<file path="src/rtl/bcd_tally_pkg.sv">
package bcd_tally_pkg;

  localparam int unsigned DIGIT_W = 4;
  localparam logic [DIGIT_W-1:0] DIGIT_MAX = 4'd9;

  typedef enum logic [1:0] {
    MODE_PLAIN  = 2'b00,
    MODE_DIRECT = 2'b01,
    MODE_HALF   = 2'b10,
    MODE_ROUND  = 2'b11
  } tally_mode_e;

  function automatic logic [DIGIT_W-1:0] bcd_next(input logic [DIGIT_W-1:0] v);
    return (v >= DIGIT_MAX) ? '0 : v + 1'b1;
  endfunction

endpackage

</file>
<file path="src/rtl/tally_edge_sync.sv">
module tally_edge_sync #(
  parameter int unsigned STAGES = 2
) (
  input  logic clk,
  input  logic rst_n,
  input  logic async_in,
  output logic step
);
  logic [STAGES-1:0] sync_q;
  logic              prev_q;

  always_ff @(posedge clk or negedge rst_n) begin
    if (!rst_n) begin
      sync_q <= '0;
      prev_q <= 1'b0;
    end else begin
      sync_q <= {sync_q[STAGES-2:0], async_in};
      prev_q <= sync_q[STAGES-1];
    end
  end

  // one pulse per rising edge of the synchronised level
  assign step = sync_q[STAGES-1] & ~prev_q;
endmodule

</file>
<file path="src/rtl/tally_lead_decade.sv">
module tally_lead_decade
  import bcd_tally_pkg::*;
(
  input  logic               clk,
  input  logic               rst_n,
  input  logic               clr,
  input  logic               step,
  input  logic [1:0]         mode_sel,
  output logic [DIGIT_W-1:0] shown,
  output logic               carry
);
  logic [DIGIT_W-1:0] cnt_q;
  logic               adv;
  tally_mode_e        mode;

  assign mode = tally_mode_e'(mode_sel);

  always_comb begin
    adv   = step;
    carry = 1'b0;
    shown = '0;
    unique case (mode)
      MODE_PLAIN: begin
        carry = step && (cnt_q == DIGIT_MAX);
        shown = cnt_q;
      end
      MODE_DIRECT: begin
        // first decade frozen, input drives decade 1 directly
        adv   = 1'b0;
        carry = step;
      end
      MODE_ROUND: begin
        carry = step && (cnt_q == 4'd4);
      end
      MODE_HALF: begin
        carry = step && (cnt_q == 4'd7);
        shown = (cnt_q >= 4'd3 && cnt_q <= 4'd7) ? 4'd5 : 4'd0;
      end
      default: begin
        adv = 1'b0;
      end
    endcase
  end

  always_ff @(posedge clk or negedge rst_n) begin
    if (!rst_n)    cnt_q <= '0;
    else if (clr)  cnt_q <= '0;
    else if (adv)  cnt_q <= bcd_next(cnt_q);
  end
endmodule

</file>
<file path="src/rtl/tally_decade.sv">
module tally_decade
  import bcd_tally_pkg::*;
(
  input  logic               clk,
  input  logic               rst_n,
  input  logic               clr,
  input  logic               cin,
  output logic [DIGIT_W-1:0] val,
  output logic               cout
);
  always_ff @(posedge clk or negedge rst_n) begin
    if (!rst_n)    val <= '0;
    else if (clr)  val <= '0;
    else if (cin)  val <= bcd_next(val);
  end

  assign cout = cin && (val == DIGIT_MAX);
endmodule

</file>
<file path="src/rtl/bcd_tally5.sv">
module bcd_tally5
  import bcd_tally_pkg::*;
#(
  parameter int unsigned NDEC        = 5,
  parameter int unsigned SYNC_STAGES = 2
) (
  input  logic                    clk,
  input  logic                    rst_n,
  input  logic                    clr,
  input  logic                    count_in,
  input  logic [1:0]              mode_sel,
  output logic [NDEC*DIGIT_W-1:0] digit_val,
  output logic                    carry_out
);
  localparam int unsigned TOTAL_W = NDEC * DIGIT_W;

  logic            step;
  logic [NDEC-1:0] chain_c;
  logic            wrap_q;

  tally_edge_sync #(.STAGES(SYNC_STAGES)) u_sync (
    .clk      (clk),
    .rst_n    (rst_n),
    .async_in (count_in),
    .step     (step)
  );

  tally_lead_decade u_lead (
    .clk      (clk),
    .rst_n    (rst_n),
    .clr      (clr),
    .step     (step),
    .mode_sel (mode_sel),
    .shown    (digit_val[DIGIT_W-1:0]),
    .carry    (chain_c[0])
  );

  for (genvar g = 1; g < NDEC; g++) begin : g_dec
    tally_decade u_dec (
      .clk   (clk),
      .rst_n (rst_n),
      .clr   (clr),
      .cin   (chain_c[g-1]),
      .val   (digit_val[g*DIGIT_W +: DIGIT_W]),
      .cout  (chain_c[g])
    );
  end

  // wrap marker lives from one step to the next
  always_ff @(posedge clk or negedge rst_n) begin
    if (!rst_n)     wrap_q <= 1'b0;
    else if (clr)   wrap_q <= 1'b0;
    else if (step)  wrap_q <= chain_c[NDEC-1];
  end

  assign carry_out = wrap_q | clr;

  initial begin
    if (TOTAL_W != NDEC * 4 || NDEC < 2 || SYNC_STAGES < 2)
      $display("bcd_tally5: unsupported parameters");
  end
endmodule

</file>
<file path="config.mk">
export PLATFORM = sky130hd
export DESIGN_NAME = bcd_tally5
export DESIGN_NICKNAME = d
export VERILOG_FILES = /design/src/rtl/bcd_tally_pkg.sv /design/src/rtl/tally_edge_sync.sv /design/src/rtl/tally_lead_decade.sv /design/src/rtl/tally_decade.sv /design/src/rtl/bcd_tally5.sv
export SDC_FILE = /design/constraint.sdc
export NUM_CORES = 1
export LEC_CHECK = 0
export ABC_CLOCK_PERIOD_IN_PS = 2500
export BUFFER_PORTS_ARGS = -buffer_cell sky130_fd_sc_hd__buf_2
export CELL_PAD_IN_SITES_DETAIL_PLACEMENT = 0
export CELL_PAD_IN_SITES_GLOBAL_PLACEMENT = 2
export CORE_MARGIN = 8
export CORE_UTILIZATION = 34
export CTS_CLUSTER_DIAMETER = 150
export DETAILED_ROUTE_END_ITERATION = 10
export PLACE_DENSITY_LB_ADDON = 0.1
export SYNTH_ARGS = -nofsm -noshare
export SYNTH_HDL_FRONTEND = slang
export SYNTH_SLANG_ARGS = --single-unit
</file>
<file path="constraint.sdc">
create_clock -name clk -period 2.5 [get_ports clk]
set_input_delay 0.5 -clock clk [delete_from_list [all_inputs] [get_ports clk]]
set_output_delay 0.5 -clock clk [all_outputs]
set_load 0.05 [all_outputs]
</file>
==> flow_metrics.tcl, run 1 <==
set metrics [dict create \
    run_status "complete, no violations" \
    via_per_inst 5.55 \
    syn_nets 197 \
    peakVddDrop_uv 217 \
    first_pass_iters 4 \
    worst-path-max-fanout 6 \
    post-cts-setup-buffer-count 0 \
    p_total_uw 829 \
    rows 25 \
    min_period_ps 2110 \
    gr-total-overflow 0 \
    fmax_mhz 474 \
    cts_resized 0 \
    slew_violations 0 \
    layout-drive-gt1-share_pct 21.6 \
    asyncSetResetFlopFracSynth_pct 100 \
    hold_viol 0 \
    drc 0 \
    yosysSeqAreaShare_pct 36.6 \
    netlist_top_cells_area "dfrtp_1, ha_1, a21oi_1" \
    grt_pass1_wl_um 6580 \
    dr_total_vias 1405 \
    worst_slew_margin_rel_pct 62.2 \
    worst-path-buf-inv 1 \
    place.gp.congestion 0.768 \
    crit_type "flop to flop" \
    ff2ff_setup_slack_ps 390 \
    cts_tree "done" \
    grt_pass1_vias 1346 \
    ys_types 47 \
    numCtsBuffers 3 \
    placedCellCount 249 \
    io-pin-count 27 \
    start_kind "flop" \
    synth_edf_count 0 \
    finalNetCount 221 \
    timing.rr.start "g_dec[2].u_dec.val[1]" \
    drv_cap 0 \
    antenna_found_initial 0 \
    ctsHtreeMaxLevel 1 \
    timing.rr.end "g_dec[4].u_dec.val[2]" \
    ys_seq_elements 24 \
    core_area_um2 4690 \
    synth_cells 176 \
    detail-route-antenna-nets 0 \
    avgSynthCellArea_um2 9.32 \
    dieArea_um2 7300 \
    ys_warn_count 0 \
    die_x_um 85.5 \
    die_height_um 85.5 \
    skew_ps 2.83 \
    rsz0062_at_grt "false" \
    synth_top_area_cell "dfrtp_1" \
    wl_per_cell_um 16.0 \
    dp_slack_ps 398 \
    crit_start "g_dec[2].u_dec.val[1]" \
    setup_tns_ps 0 \
    power_density_nw_per_um2 439 \
    crit_chain "inv_1, ha_1, nand3b_4, or3_4, or4_1, a32o_1" \
    start_util_pct 35.0 \
    cp.arrival_ps 2280 \
    r2r_cells 6 \
    crit_slowest_cell "or4_1" \
    area_growth_pct 15.1 \
    yosys_most_used_dff "dfrtp_1" \
    synthesis.area_um2 1640 \
    final-seq-area_um2 601 \
    yosysMostFrequentCell "dfrtp_1" \
    cts_root_buf "clkbuf_8" \
    fillers 477 \
    crit_required_ps 2670 \
    synth_top_area_share_pct 36.6 \
    endpoint_kind "flop" \
    min_path_type "input port to async pin" \
    critPathTopFamily "simple AND/OR/NAND/NOR gates" \
    multi_input_area_um2 943 \
    grt_max_degree 25 \
    layout_setup_ws_ps 389 \
    drt_iter0_drc 53 \
    clock_path_buffers 2 \
    yosys-top-cells-count "dfrtp_1, ha_1, inv_1" \
    path_clk_slew_ps 100 \
    grt_usage_pct 11.0 \
    power.leakage_nw 0.919 \
    setup_viol_count_final 0 \
    routed_wl_um 4040 \
    diodes 0 \
    timing.final.crit_share_pct 84.4 \
    clock_insertion_delay_worst_skew_ps 270 \
    cts.sinks 24 \
    dp_hpwl_um 2930 \
    worstMarginPinSlew_ps 567 \
    cts_hold_buf 0 \
    fin_cells 253 \
    io_buffers 26 \
    max_stage_delay_ps 480 \
]
[placed cells by master (no fill, tap or decap), types with 2 or more instances in the layout]
cell type  instances
buf_2             26
dfrtp_1           24
ha_1              15
inv_1             14
a21oi_1           12
nand2_1           10
nand3_1            8
nand4_1            8
nor2_1             7
nor3_1             6
nor2b_1            5
o31ai_1            5
or3b_2             4
o211ai_1           4
mux2i_1            3
a22o_1             3
nor4_1             3
o21ai_0            3
clkbuf_8           3
buf_4              3
or3_1              2
o2111a_1           2
a21boi_0           2
nor3b_1            2
[power breakdown]
part | switching, mW | internal (mW) | total, mW
logic | 0.0525 | 0.0213 | 0.0738
clock network | 0.144 | 0.214 | 0.358
registers | 0.00438 | 0.393 | 0.397
total | 0.201 | 0.629 | 0.829
[flip-flops by register name (all words and copies together) (netlist names)]
| register | cells |
|---|---|
| u_lead.cnt_q | 4 |
| u_sync.prev_q | 1 |
| g_dec.u_dec.val | 16 |
| u_sync.sync_q | 2 |
| wrap_q | 1 |
[worst reg2reg max path: cells and delay by family (launching register included)]
family	cells	cell delay [ps]
DFF	1	420
AOI/OAI and AO/OA	1	270
adders and majority gates	1	210
buffers and inverters	1	100
and+or+nand+nor	3	1020
[stage by stage]
step,util (%),area [um2],hold WS (ps)
3_5_place_dp,38.7,1820,339
6_report,40.2,1890,206
4_1_cts,40.2,1890,229
5_1_grt,40.2,1890,244
2_1_floorplan,-,1640,204
3_3_place_gp,38.7,1820,335
[final cells by class]
type,instances,area share [%]
timing repair buffer,29,8.08
clock buffer,3,2.19
sequential,24,31.8
inverter,14,2.78
clock inverter,1,1.59
tap,54,3.58
multi-input combinational,128,50.0
[kinds of logic (layout without fill, tap and decap cells)]
| kind of cell | count (synthesis) | after routing | share of synthesized area, % |
|---|---|---|---|
| AO/OA/AOI/OAI | 42 | 42 | 18.5 |
| buffers and inverters | 24 | 47 | 5.87 |
| multiplexers | 4 | 4 | 2.52 |
| flip-flops | 24 | 24 | 36.6 |
| AND/OR/NAND/NOR | 66 | 66 | 24.6 |
| adder cells (fa/ha/maj) | 15 | 15 | 11.4 |
| XOR/XNOR | 1 | 1 | 0.534 |
[worst max path at each step]
stage,cells past startpoint,to
6_report,6,g_dec[4].u_dec.val[2]
5_1_grt,6,g_dec[4].u_dec.val[2]
3_5_place_dp,6,g_dec[4].u_dec.val[2]
3_3_place_gp,6,g_dec[4].u_dec.val[2]
4_1_cts,6,g_dec[4].u_dec.val[2]
2_1_floorplan,3,digit_val[2]
[routing by layer]
metal / GRT usage, % / up-vias / routed length (um)
met5: 0 / - / 0
met4: 2.39 / 0 / 28
met3: 2.80 / 4 / 188
met2: 18.2 / 26 / 1840
met1: 13.9 / 676 / 1980
li1: - / 699 / -
Note: power is estimated with default switching activity, not from simulation.
==> run 2: changes to the inputs <==
Settings changed: ABC_AREA set to 1, ABC_CLOCK_PERIOD_IN_PS 2500 to 1900, CORE_UTILIZATION 34 to 29.
Clock period 2.5 ns to 1.9 ns, I/O delays scaled along.
==> run 2 against run 1 <==
  * Routed wire length fell by 8.7%
  * Count of clock-buffer cells in the layout unchanged
  * Area after synthesis down 7.4%
  * Utilization is 2.8 points lower
  * Register-to-register slack lost 230 ps
  * Largest power group unchanged
==> flow_metrics.tcl, run 2 <==
set metrics [dict create \
    run_status "complete, no violations" \
    swShare_pct 23.4 \
    diodes 0 \
    power.share.clock_pct 42.2 \
    crit_required_ps 1520 \
    max_stage_delay_ps 420 \
    pwr-share-comb_pct 9.7 \
    asyncSetResetFlopFracSynth_pct 100 \
    crit_type "flop to primary output" \
    cts_root_buf "clkbuf_8" \
    cts_tree "done" \
    drt_iter0_drc 46 \
    synth_cells 187 \
    syn_nets 208 \
    via_per_inst 4.55 \
    worstMarginPinSlew_ps 583 \
    die_x_um 88.4 \
    area_growth_pct 25.1 \
    placedCellCount 285 \
    worst_slew_margin_rel_pct 61.2 \
    finalNetCount 243 \
    drc 0 \
    start_util_pct 29.9 \
    setup_viol_count_final 0 \
    power.leakage_nw 0.916 \
    synth_top_area_share_pct 39.5 \
    grt_usage_pct 10.1 \
    ff2ff_setup_slack_ps 160 \
    netlist_top_cells_area "dfrtp_1, ha_1, nand2_1" \
    final_common_cell "nand2_1" \
    skew_ps 9.16 \
    yosys_most_used_dff "dfrtp_1" \
    cts.sinks 24 \
    min_path_type "input port to async pin" \
    ys_seq_elements 24 \
    r2r_cells 10 \
    seqPwrFrac_pct 48.1 \
    grt_max_degree 25 \
    ctsHtreeMaxLevel 1 \
    avgSynthCellArea_um2 8.12 \
    hold_viol 0 \
    top_regs "g_dec.u_dec.val (16), u_lead.cnt_q (4), u_sync.sync_q (2)" \
    slew_violations 0 \
    io_buffers 26 \
    synth_edf_count 0 \
    grt_pass1_vias 1334 \
    die_height_um 88.4 \
    start_kind "flop" \
    yosys-top-cells-count "nand2_1, inv_1, dfrtp_1" \
    peakVddDrop_uv 267 \
    min_period_ps 1810 \
    numCtsBuffers 3 \
    p_total_mw 1.08 \
    fin_cells 291 \
    dr_total_vias 1324 \
    final_util_pct 37.5 \
    yosysMostFrequentCell "nand2_1" \
    fillers 552 \
    layout_common_cells "nand2_1, inv_1, dfrtp_1, buf_2, nand3_1" \
    antenna_found_initial 0 \
    regMostFlops "g_dec.u_dec.val" \
    largest_reg_flops 16 \
    core_area_um2 5070 \
    p_int_uw 830 \
    detail-route-antenna-nets 0 \
    path_clk_slew_ps 100 \
    rows 26 \
    dp_hpwl_um 2830 \
    drv_cap 0 \
    power_density_nw_per_um2 570 \
    hold_slack_ps 93.0 \
    timing.rr.start "u_lead.cnt_q[1]" \
    io-pin-count 27 \
    synthesis.area_um2 1520 \
    cts_hold_buf 0 \
    worst-path-max-fanout 3 \
    switching_power_uw 253 \
    wl_per_cell_um 12.7 \
    timing.final.crit_share_pct 95.3 \
    clock_insertion_delay_worst_skew_ps 270 \
    grt_pass1_wl_um 6220 \
    dieArea_um2 7810 \
    gr-total-overflow 0 \
    ys_warn_count 0 \
    place.gp.congestion 0.801 \
    first_pass_iters 4 \
    routed_wl_um 3690 \
    yosysSeqAreaShare_pct 39.5 \
    layout-drive-gt1-share_pct 26.2 \
    setup_tns_ps 0 \
    crit_slowest_cell "dfrtp_1" \
    ys_types 27 \
    timing.rr.end "g_dec[4].u_dec.val[0]" \
    crit_chain "ha_2, or2_4, nand3_2, o21ai_2, buf_6" \
    synth_top_area_cell "dfrtp_1" \
    cp.arrival_ps 1430 \
    fmax_mhz 552 \
    clock_path_buffers 2 \
    endpoint_kind "primary output" \
]
run 2: worst max-delay path by stage:
stage | startpoint | to | slack (ps)
2_1_floorplan | mode_sel[0] | digit_val[0] | -270
3_3_place_gp | u_lead.cnt_q[0] | digit_val[0] | 150
3_5_place_dp | u_lead.cnt_q[0] | digit_val[0] | 180
4_1_cts | u_lead.cnt_q[0] | digit_val[0] | -9
5_1_grt | u_lead.cnt_q[1] | g_dec[4].u_dec.val[0] | -30
6_report | u_lead.cnt_q[0] | digit_val[0] | 90
run 2: critical path, delay by kind of cell, from the launching register on:
family          cells  cell delay, ps
flops               1             420
compound gates      1              60
buf+inv             1             150
fa+ha+maj           1             200
simple gates        2             330
run 2: per-stage QoR:
step,cell area [um2],setup WS (ps)
after floorplan,1520,-268
final,1900,89.7
after global routing,1900,-30.0
after detailed placement,1760,183
after global placement,1760,148
after CTS,1860,-9.30
run 2: power by group through the flow:
stage	clock network (mW)	logic [mW]	registers, mW
floorplan	0	0.0518	0.537
global placement	0	0.0916	0.532
detailed placement	0	0.0933	0.533
CTS	0.476	0.0987	0.522
global route	0.500	0.119	0.523
finish	0.457	0.105	0.522
run 2: per-layer routing:
layer,vias up,wire length (um),global-route usage (%)
met1,611,1650,12.4
met4,0,54,4.15
met3,6,221,2.51
met2,27,1760,16.4
met5,-,0,0
li1,680,-,-
run 2: what timing repair did:
item                       4_1_cts  5_1_grt
buffers inserted                 2        0
setup endpoints to repair        2        7
gates resized for setup          7       12
gates cloned                     0        0
pin swaps                        0        7
run 2: final cells by class:
| class | instances | area (um2) | share of cell area [%] |
|---|---|---|---|
| flip-flops and latches | 24 | 601 | 31.6 |
| multi-input cells | 133 | 843 | 44.4 |
| inverters | 29 | 114 | 5.99 |
| well taps | 70 | 87.6 | 4.61 |
| clock inverters | 1 | 30.0 | 1.58 |
| repair buffers | 31 | 184 | 9.68 |
| clock buffers | 3 | 41.3 | 2.17 |
run 2: kinds of logic (layout without fill, tap and decap cells):
kind of cell / count (synthesis) / after routing / share of synthesized area, %
flip-flops: 24 / 24 / 39.5
AO/OA/AOI/OAI: 26 / 26 / 9.39
AND/OR/NAND/NOR: 86 / 86 / 27.8
buffers and inverters: 30 / 64 / 7.41
adder cells (fa/ha/maj): 15 / 15 / 12.4
XOR/XNOR: 6 / 6 / 3.46
==> run 3: changes to the inputs <==
Settings changed: CAP_MARGIN set to 5, CORE_ASPECT_RATIO set to 1.5.
==> run 3 against run 2 <==
  * Routed wire length down 0.71%
  * Global-route usage down 0.11 points
  * Critical path depth stayed put
  * Clock power down 22%
  * Register-to-register slack better by 20 ps
  * Sequential power about the same
  * Critical path type unchanged
  * Critical endpoint unchanged
  * Highest routed layer unchanged
==> flow_metrics.tcl, run 3 (synthesis gave the netlist of run 2 again) <==
set metrics [dict create \
    grt_pass1_vias 1383 \
    placed_area_um2 1750 \
    slew_violations 0 \
    final_util_pct 36.5 \
    p_total_uw 976 \
    first_pass_iters 4 \
    detail-route-antenna-nets 0 \
    dp_slack_ps 190 \
    power_density_nw_per_um2 525 \
    dieArea_um2 7860 \
    diodes 0 \
    min_path_type "input port to async pin" \
    power.leakage_nw 0.904 \
    place.gp.congestion 0.769 \
    cts.sinks 24 \
    clock_path_buffers 2 \
    fillers 582 \
    worst_slew_margin_rel_pct 61.4 \
    path_clk_slew_ps 90 \
    ctsHtreeMaxLevel 1 \
    gr-total-overflow 0 \
    hold_slack_ps 101 \
    start_util_pct 29.9 \
    grt_max_degree 25 \
    final_common_cell "nand2_1" \
    cts_root_buf "clkbuf_8" \
    wl_per_cell_um 12.6 \
    hold_viol 0 \
    fmax_mhz 550 \
    regMostFlops "g_dec.u_dec.val" \
    core_area_um2 5080 \
    drc 0 \
    dr_total_vias 1336 \
    io-pin-count 27 \
    die_x_um 75.1 \
    crit_required_ps 1520 \
    grt_pass1_wl_um 6290 \
    dp_hpwl_um 2840 \
    finalNetCount 244 \
    worstMarginPinSlew_ps 579 \
    drv_cap 0 \
    start_kind "flop" \
    setup_viol_count_final 0 \
    via_per_inst 4.61 \
    drt_iter0_drc 30 \
    rsz0062_at_grt "false" \
    layout_setup_ws_ps 83.3 \
    endpoint_kind "primary output" \
    cts_tree "done" \
    top_regs "g_dec.u_dec.val (16), u_lead.cnt_q (4), u_sync.sync_q (2)" \
    numCtsBuffers 3 \
    layout-drive-gt1-share_pct 26.1 \
    grt_usage_pct 9.99 \
    crit_type "flop to primary output" \
    layout_common_cells "nand2_1, inv_1, dfrtp_1, buf_2, nand3_1" \
    timing.final.crit_share_pct 95.6 \
    clock_insertion_delay_worst_skew_ps 270 \
    cp.arrival_ps 1440 \
    routed_wl_um 3660 \
    antenna_found_initial 0 \
    rows 32 \
    skew_ps 3.36 \
    die_height_um 105 \
    worst-path-max-fanout 2 \
    io_buffers 26 \
    area_growth_pct 22.3 \
    min_period_ps 1820 \
    run_status "complete, no violations" \
    stdcell_area_um2 1860 \
    peakVddDrop_uv 198 \
    largest_reg_flops 16 \
]
run 3: cell types whose count changed in the layout (fill, tap and decap cells not counted):
| cell | before | now |
|---|---|---|
| buf_4 | 4 | 8 |
| buf_6 | 3 | 0 |
| bufinv_16 | 1 | 0 |
| clkbuf_8 | 3 | 4 |
| ha_1 | 13 | 12 |
| ha_2 | 1 | 3 |
| ha_4 | 1 | 0 |
| inv_2 | 2 | 4 |
| inv_4 | 2 | 0 |
| o21ai_0 | 9 | 11 |
| o21ai_2 | 2 | 0 |
run 3: report_power, final:
group	internal [mW]	switching [mW]
Sequential	0.517	0.00420
Combinational	0.0282	0.0690
Clock	0.185	0.173
run 3: metrics by stage:
step	TNS, ps	instances
2_1_floorplan	-537	187
3_3_place_gp	0	283
3_5_place_dp	0	283
4_1_cts	0	290
5_1_grt	0	290
6_report	0	290
run 3: path summary, 6_finish.rpt:
| kind | start | to | slack (ps) | cells after the start |
|---|---|---|---|---|
| hold reg to reg | u_sync.sync_q[0] | u_sync.sync_q[1] | 360 | 0 |
| hold / removal | rst_n | g_dec[3].u_dec.val[0] | 100 | 1 |
| setup reg to reg | u_lead.cnt_q[1] | g_dec[4].u_dec.val[3] | 180 | 10 |
| max in group asynchronous | rst_n | g_dec[1].u_dec.val[3] | 1420 | 1 |
| setup / recovery | u_lead.cnt_q[1] | digit_val[0] | 80 | 5 |
| min in group clk | count_in | u_sync.sync_q[0] | 210 | 1 |
run 3: worst max-delay path, cell delays in order, from the launching register on:
cell     delay, ps
dfrtp_1        390
ha_2           190
or2_4          250
nand3_2         60
o21ai_0         70
buf_4          190
run 3: per-layer routing:
layer,track usage (%),part of all wire (%),vias to the layer above
li1,-,-,678
met1,10.7,41,627
met2,18.2,54,25
met3,1.91,3.8,6
met4,3.66,1.4,0
met5,0,0,-
run 3: cell type report:
| type | instances | area [um2] | area share, % |
|---|---|---|---|
| Multi-Input combinational cell | 133 | 828 | 44.6 |
| Tap cell | 68 | 85.1 | 4.58 |
| Sequential cell | 24 | 601 | 32.3 |
| Inverter | 29 | 109 | 5.86 |
| Timing Repair Buffer | 32 | 180 | 9.70 |
| Clock buffer | 4 | 55.1 | 2.96 |
run 3: repair_timing:
| action | CTS | global route |
|---|---|---|
| setup buffers | 3 | 0 |
| hold endpoints to repair | 0 | 0 |
| setup endpoints to repair | 2 | 8 |
| resized for setup | 4 | 6 |
| hold buffers | 0 | 0 |
| gates cloned | 0 | 0 |
| pin swaps | 1 | 3 |
